--- config.mk ---
export PLATFORM = sky130hd
export DESIGN_NAME = wdg_top
export DESIGN_NICKNAME = d
export VERILOG_FILES = /design/src/rtl/wdg_pkg.sv /design/src/rtl/wdg_keydec.sv /design/src/rtl/wdg_cfg_field.sv /design/src/rtl/wdg_presc.sv /design/src/rtl/wdg_counter.sv /design/src/rtl/wdg_top.sv
export SDC_FILE = /design/constraint.sdc
export NUM_CORES = 1
export LEC_CHECK = 0
export ABC_AREA = 1
export BUFFER_PORTS_ARGS = -buffer_cell sky130_fd_sc_hd__buf_2
export CAP_MARGIN = 10
export CORE_ASPECT_RATIO = 0.9
export CORE_MARGIN = 2
export CORE_UTILIZATION = 42
export CTS_CLUSTER_DIAMETER = 80
export DETAILED_ROUTE_END_ITERATION = 10
export MAX_ROUTING_LAYER = met4
export PLACE_DENSITY_LB_ADDON = 0.1
export SYNTH_ARGS = -nofsm -noshare
export SYNTH_HDL_FRONTEND = slang
export SYNTH_SLANG_ARGS = --single-unit
--- constraint.sdc ---
create_clock -name clk -period 3.8 [get_ports clk]
set_input_delay 0.76 -clock clk [delete_from_list [all_inputs] [get_ports clk]]
set_output_delay 0.76 -clock clk [all_outputs]
set_load 0.02 [all_outputs]
--- src/rtl/wdg_pkg.sv ---
package wdg_pkg;
  localparam int KEY_W = 16;
  localparam logic [KEY_W-1:0] KEY_START  = 16'hCCCC;
  localparam logic [KEY_W-1:0] KEY_KICK   = 16'hAAAA;
  localparam logic [KEY_W-1:0] KEY_OPEN   = 16'h5555;
  localparam logic [KEY_W-1:0] KEY_CLOSE  = 16'h0000;

  typedef enum logic [1:0] {
    A_KEY   = 2'd0,
    A_PSC   = 2'd1,
    A_RLD   = 2'd2,
    A_SPARE = 2'd3
  } wdg_addr_e;
endpackage

--- src/rtl/wdg_keydec.sv ---
module wdg_keydec
  import wdg_pkg::*;
(
  input  logic             clk,
  input  logic             rst,
  input  logic             we,
  input  logic [1:0]       addr,
  input  logic [KEY_W-1:0] wdata,
  output logic             start_k,
  output logic             kick_k,
  output logic             unlocked
);
  logic key_wr;
  assign key_wr  = we && (addr == A_KEY);
  assign start_k = key_wr && (wdata == KEY_START);
  assign kick_k  = key_wr && (wdata == KEY_KICK);

  always_ff @(posedge clk) begin
    if (rst) begin
      unlocked <= 1'b0;
    end else if (key_wr && (wdata == KEY_OPEN)) begin
      unlocked <= 1'b1;
    end else if (key_wr && (wdata == KEY_CLOSE)) begin
      unlocked <= 1'b0;
    end
  end
endmodule

--- src/rtl/wdg_cfg_field.sv ---
// One configuration field: the stored value updates on the write edge, and
// the active value follows LAT cycles later while the pending flag is high.
module wdg_cfg_field #(
  parameter int          W       = 12,
  parameter int          LAT     = 5,
  parameter logic [W-1:0] RST_VAL = '0
) (
  input  logic         clk,
  input  logic         rst,
  input  logic         wr,
  input  logic [W-1:0] wdata,
  output logic [W-1:0] stored,
  output logic [W-1:0] active,
  output logic         pending
);
  localparam int TW = $clog2(LAT + 1);
  localparam logic [TW-1:0] LAT_V = TW'(LAT);
  localparam logic [TW-1:0] ONE_V = TW'(1);

  logic [TW-1:0] tmr;

  always_ff @(posedge clk) begin
    if (rst) begin
      stored <= RST_VAL;
      active <= RST_VAL;
      tmr    <= '0;
    end else if (wr) begin
      stored <= wdata;
      tmr    <= LAT_V;
    end else if (tmr != '0) begin
      tmr <= tmr - ONE_V;
      if (tmr == ONE_V) active <= stored;
    end
  end

  assign pending = (tmr != '0);
endmodule

--- src/rtl/wdg_presc.sv ---
module wdg_presc #(
  parameter int PSC_W     = 3,
  parameter int MIN_SHIFT = 2,
  parameter int CODE_MAX  = 6
) (
  input  logic             clk,
  input  logic             rst,
  input  logic             run,
  input  logic             restart,
  input  logic [PSC_W-1:0] code,
  output logic             tick
);
  localparam int DW = MIN_SHIFT + CODE_MAX + 1;
  localparam logic [PSC_W-1:0] CMAX = PSC_W'(CODE_MAX);
  localparam logic [DW-1:0]    ONE  = DW'(1);

  logic [DW-1:0]    pcnt;
  logic [PSC_W-1:0] eff;
  logic [DW-1:0]    lim;

  assign eff  = (code > CMAX) ? CMAX : code;
  assign lim  = (ONE << (MIN_SHIFT + 32'(eff))) - ONE;
  assign tick = run && !restart && (pcnt >= lim);

  always_ff @(posedge clk) begin
    if (rst || restart) begin
      pcnt <= '0;
    end else if (run) begin
      pcnt <= tick ? '0 : pcnt + ONE;
    end
  end
endmodule

--- src/rtl/wdg_counter.sv ---
module wdg_counter #(
  parameter int CNT_W = 12
) (
  input  logic             clk,
  input  logic             rst,
  input  logic             load,
  input  logic             tick,
  input  logic [CNT_W-1:0] reload,
  output logic [CNT_W-1:0] count,
  output logic             running,
  output logic             req
);
  always_ff @(posedge clk) begin
    if (rst) begin
      count   <= '1;
      running <= 1'b0;
      req     <= 1'b0;
    end else begin
      req <= 1'b0;
      if (load) begin
        count   <= reload;
        running <= 1'b1;
      end else if (tick) begin
        if (count == '0) begin
          req   <= 1'b1;
          count <= reload;
        end else begin
          count <= count - CNT_W'(1);
        end
      end
    end
  end
endmodule

--- src/rtl/wdg_top.sv ---
module wdg_top
  import wdg_pkg::*;
#(
  parameter int CNT_W     = 12,
  parameter int PSC_W     = 3,
  parameter int UPD_LAT   = 5,
  parameter int MIN_SHIFT = 2,
  parameter int CODE_MAX  = 6
) (
  input  logic             clk,
  input  logic             rst,
  input  logic             bus_we,
  input  logic [1:0]       bus_addr,
  input  logic [15:0]      bus_wdata,
  output logic [PSC_W-1:0] presc_o,
  output logic [CNT_W-1:0] reload_o,
  output logic [CNT_W-1:0] count_o,
  output logic [1:0]       busy_o,
  output logic             ready_o,
  output logic             unlocked_o,
  output logic             running_o,
  output logic             wdg_rst_o
);
  logic             start_k, kick_k, unl;
  logic [PSC_W-1:0] psc_act;
  logic [CNT_W-1:0] rld_act;
  logic             load, tick;

  wdg_keydec u_key (
    .clk(clk), .rst(rst), .we(bus_we), .addr(bus_addr), .wdata(bus_wdata),
    .start_k(start_k), .kick_k(kick_k), .unlocked(unl)
  );

  wdg_cfg_field #(.W(PSC_W), .LAT(UPD_LAT), .RST_VAL('0)) u_psc (
    .clk(clk), .rst(rst),
    .wr(bus_we && (bus_addr == A_PSC) && unl),
    .wdata(bus_wdata[PSC_W-1:0]),
    .stored(presc_o), .active(psc_act), .pending(busy_o[0])
  );

  wdg_cfg_field #(.W(CNT_W), .LAT(UPD_LAT), .RST_VAL('1)) u_rld (
    .clk(clk), .rst(rst),
    .wr(bus_we && (bus_addr == A_RLD) && unl),
    .wdata(bus_wdata[CNT_W-1:0]),
    .stored(reload_o), .active(rld_act), .pending(busy_o[1])
  );

  assign load = (start_k && !running_o) || (kick_k && running_o);

  wdg_presc #(.PSC_W(PSC_W), .MIN_SHIFT(MIN_SHIFT), .CODE_MAX(CODE_MAX)) u_div (
    .clk(clk), .rst(rst), .run(running_o), .restart(load),
    .code(psc_act), .tick(tick)
  );

  wdg_counter #(.CNT_W(CNT_W)) u_cnt (
    .clk(clk), .rst(rst), .load(load), .tick(tick), .reload(rld_act),
    .count(count_o), .running(running_o), .req(wdg_rst_o)
  );

  assign ready_o    = ~|busy_o;
  assign unlocked_o = unl;
endmodule

==> impl_metrics.csv <==
group,metric,value,unit
run_status,status,"finished, final reports clean",
cts,hold_buffers,0,
layout,layout_common_cells,"152 x nand2_1, 64 x nand3_1, 63 x nor2_1",
worst_setup_path,r2r_slack,770,ps
timing,finalCritPeriodShare,0.797,
cts,cts_resized,0,
timing,period_minus_slack,3030,ps
floorplanning,die_y,93.9,µm
timing,max_freq,330,MHz
layout,final_util,0.493,
global_route,grt_pass1_wl,16000,µm
cts,clockBufferDepth,2,
yosys,yosys_warnings,0,
route,drt_wl_total,9290,µm
timing,worst_pin_slew,595,ps
pwr,p_seq_frac,0.420,
layout,antennaDiodeCount,0,
yosys,ys_seq_elements,60,
pwr,p_comb_frac,0.308,
layout,layout-drive-gt1-share,0.167,
cts,cts_buffers,9,
layout,area_delta_synth_final,13.1,%
yosys,synth_nets,597,
worst_setup_path,r2r_end,"u_cnt.count[8]$_SDFFE_PP1P_",
cts,numClockSinks,60,
yosys,yosys.area_share.adder,0.0764,
floorplanning,dieWidth,104,µm
route,via_per_inst,4.98,
worst_setup_path,r2r_start,"u_psc.active[1]$_SDFFE_PP0P_",
timing,rsz0062_at_grt,"no",
worst_setup_path,critical_path_class,"register to register",
yosys,synth_xor_area_frac,0.0349,
cts,clock-root-buffer,"clkbuf_8",
route,first_iter_violations,158,
global_route,global_route.overflow_total,0,
yosys,synth_edf_count,0,
global_route,grt_pass1_vias,3398,
timing,finalMaxSlewViolations,0,
route,drtAntennaViolNets,0,
yosys,synthMuxAreaShare,0,
pwr,switchingPower,0.000636,W
route,num_vias,3626,
yosys,seq_area_frac_synth,0.319,
floorplanning,fp-row-count,32,
yosys,synth_top_family_by_area,"simple AND/OR/NAND/NOR gates",
worst_hold_path,hold_start,"u_rld.active[7]$_SDFFE_PP1P_",
timing,finalSetupTns,0,ps
worst_setup_path,cp-end-kind,"register",
placed_design,gp_congestion,0.918,
worst_hold_path,hp-class,"register to register",
pwr,p_leak,2.18,nW
floorplanning,io-pin-count,54,
pwr,intPower,0.00113,W
worst_setup_path,reg2reg_depth,17,
pwr,sw_frac_of_total,0.361,
floorplanning,initial_core_util,0.436,
timing,setup_viol_count_final,0,
pwr,clkPwrFrac,0.272,
yosys,synthArstFlopShare,0,
floorplanning,core-area,8650,µm²
yosys,synth_area_per_cell,6.81,µm²
yosys,syn_area,3770,µm²
job,cap_viol_max_count,0,
worst_setup_path,startpoint_type,"register",
global_route,grt_max_degree,37,
placed_design,port_buffers,53,
pwr,power.density,413,nW/µm²
timing,hold_viol,0,
global_route,grt_usage,0.207,
yosys,synthDistinctLibCells,38,
cts,htreeDepth,3,
worst_hold_path,min_path_cells,2,
route,routedWlPerCell,12.8,µm
pwr,vdd_drop_max,0.231,mV
global_route,antenna_found_initial,0,
route,drc,0,
cts,cts.clk_slew.worst_paths,70,ps
yosys,synth-main-ff-cell,"dfxtp_1",
cts,clock_latency,340,ps
yosys,syn_inst,553,
worst_setup_path,crit_arrival,3240,ps
cts,cts_tree,"yes",
layout,fin_nets,649,
floorplanning,dieArea,9750,µm²
yosys,synth_compound_area_frac,0.0724,
worst_hold_path,holdPathEnd,"u_rld.active[7]$_SDFFE_PP1P_",
route,firstDrtPassIters,5,
timing,skew,13.4,ps
cts,post-cts-setup-buffer-count,0,
worst_setup_path,cp_max_fo,13,
worst_setup_path,cp.required,4010,ps
layout,final_common_cell,"nand2_1",
timing,slew_headroom,0.601,
placed_design,dp_hpwl,7160,µm
yosys,synthSimpleGateAreaFrac,0.406,
[worst max path at each step]
stage | start | to | slack (ps) | depth (start not counted)
detailed placement | u_psc.active[1]$_SDFFE_PP0P_ | u_cnt.count[8]$_SDFFE_PP1P_ | 790 | 17
global route | u_psc.active[1]$_SDFFE_PP0P_ | u_cnt.count[9]$_SDFFE_PP1P_ | 520 | 17
finish | u_psc.active[1]$_SDFFE_PP0P_ | u_cnt.count[8]$_SDFFE_PP1P_ | 770 | 17
global placement | u_psc.active[1]$_SDFFE_PP0P_ | u_cnt.count[8]$_SDFFE_PP1P_ | 920 | 17
CTS | u_psc.active[1]$_SDFFE_PP0P_ | u_cnt.count[8]$_SDFFE_PP1P_ | 780 | 17
floorplan | u_psc.active[1]$_SDFFE_PP0P_ | u_cnt.count[1]$_SDFFE_PP1P_ | 1060 | 17
[cell type report]
class / instances / area, µm²
fill: 907 / 4390
multi-input combinational: 411 / 2220
sequential: 60 / 1200
timing repair buffer: 54 / 273
inverter: 69 / 262
tap: 119 / 149
clock buffer: 10 / 128
clock inverter: 5 / 30.0
[synth_stat cells (3+ instances only)]
library cell | n | area, µm²
a21oi_1 | 15 | 75.1
clkbuf_1 | 6 | 22.5
dfxtp_1 | 60 | 1200
ha_1 | 23 | 288
inv_1 | 59 | 221
inv_2 | 7 | 26.3
nand2_1 | 152 | 571
nand2_2 | 7 | 43.8
nand2_4 | 4 | 45.0
nand3_1 | 64 | 320
nand3_2 | 4 | 40.0
nand4_1 | 9 | 56.3
nor2_1 | 63 | 236
nor2_2 | 3 | 18.8
nor3_1 | 6 | 30.0
nor3_2 | 3 | 30.0
nor4_1 | 4 | 25.0
o211ai_1 | 14 | 105
o21ai_0 | 10 | 50.1
xnor2_1 | 3 | 26.3
xor2_1 | 12 | 105
[power by group through the flow]
stage,Combinational (W),Sequential [W],Clock [W]
finish,0.000543,0.000739,0.000480
global route,0.000637,0.000747,0.000520
CTS,0.000546,0.000740,0.000491
detailed placement,0.000543,0.000754,0
global placement,0.000526,0.000751,0
floorplan,0.000441,0.000744,0
[logic make-up after synthesis]
logic type / after synthesis
fa+ha+maj: 23
simple gates: 329
flops: 60
compound gates: 44
xor+xnor: 15
buf+inv: 82
[metrics by stage]
stage | power (W) | worst slack (ps) | hold slack, ps | area, µm² | instances
global route | 0.00190 | 517 | 513 | 4260 | 728
finish | 0.00176 | 771 | 478 | 4260 | 728
CTS | 0.00178 | 777 | 484 | 4260 | 728
global placement | 0.00128 | 916 | 457 | 4110 | 713
floorplan | 0.00118 | 1060 | 442 | 3770 | 553
detailed placement | 0.00130 | 795 | 465 | 4110 | 713
[critical path: stages, from the launching register on]
cell	delay, ps
dfxtp_1	440
inv_1	120
ha_1	360
nor2_1	230
nand4_1	130
ha_1	230
xor2_1	160
ha_1	290
nand2_1	50
nor2_1	70
and2_1	120
nand2_1	60
nand3_2	120
nand2_4	110
nand2_4	190
inv_2	80
nand2_1	60
nand3_1	70
[per-layer routing]
layer	track usage	vias up	routed length, µm
met5	-	-	0
met4	0.0507	0	112
met3	0.0409	9	441
met2	0.335	104	4140
met1	0.267	1632	4590
li1	-	1881	-
[state kept, by name (all words and copies together), names as in the netlist]
| name | count |
|---|---|
| u_key.unlocked | 1 |
| u_rld.tmr | 3 |
| u_cnt.count | 12 |
| u_psc.tmr | 3 |
| u_rld.stored | 12 |
| u_psc.stored | 3 |
| u_div.pcnt | 9 |
| u_rld.active | 12 |
| u_cnt.req | 1 |
| u_psc.active | 3 |
| u_cnt.running | 1 |
Note: power is estimated with default switching activity, not from simulation.
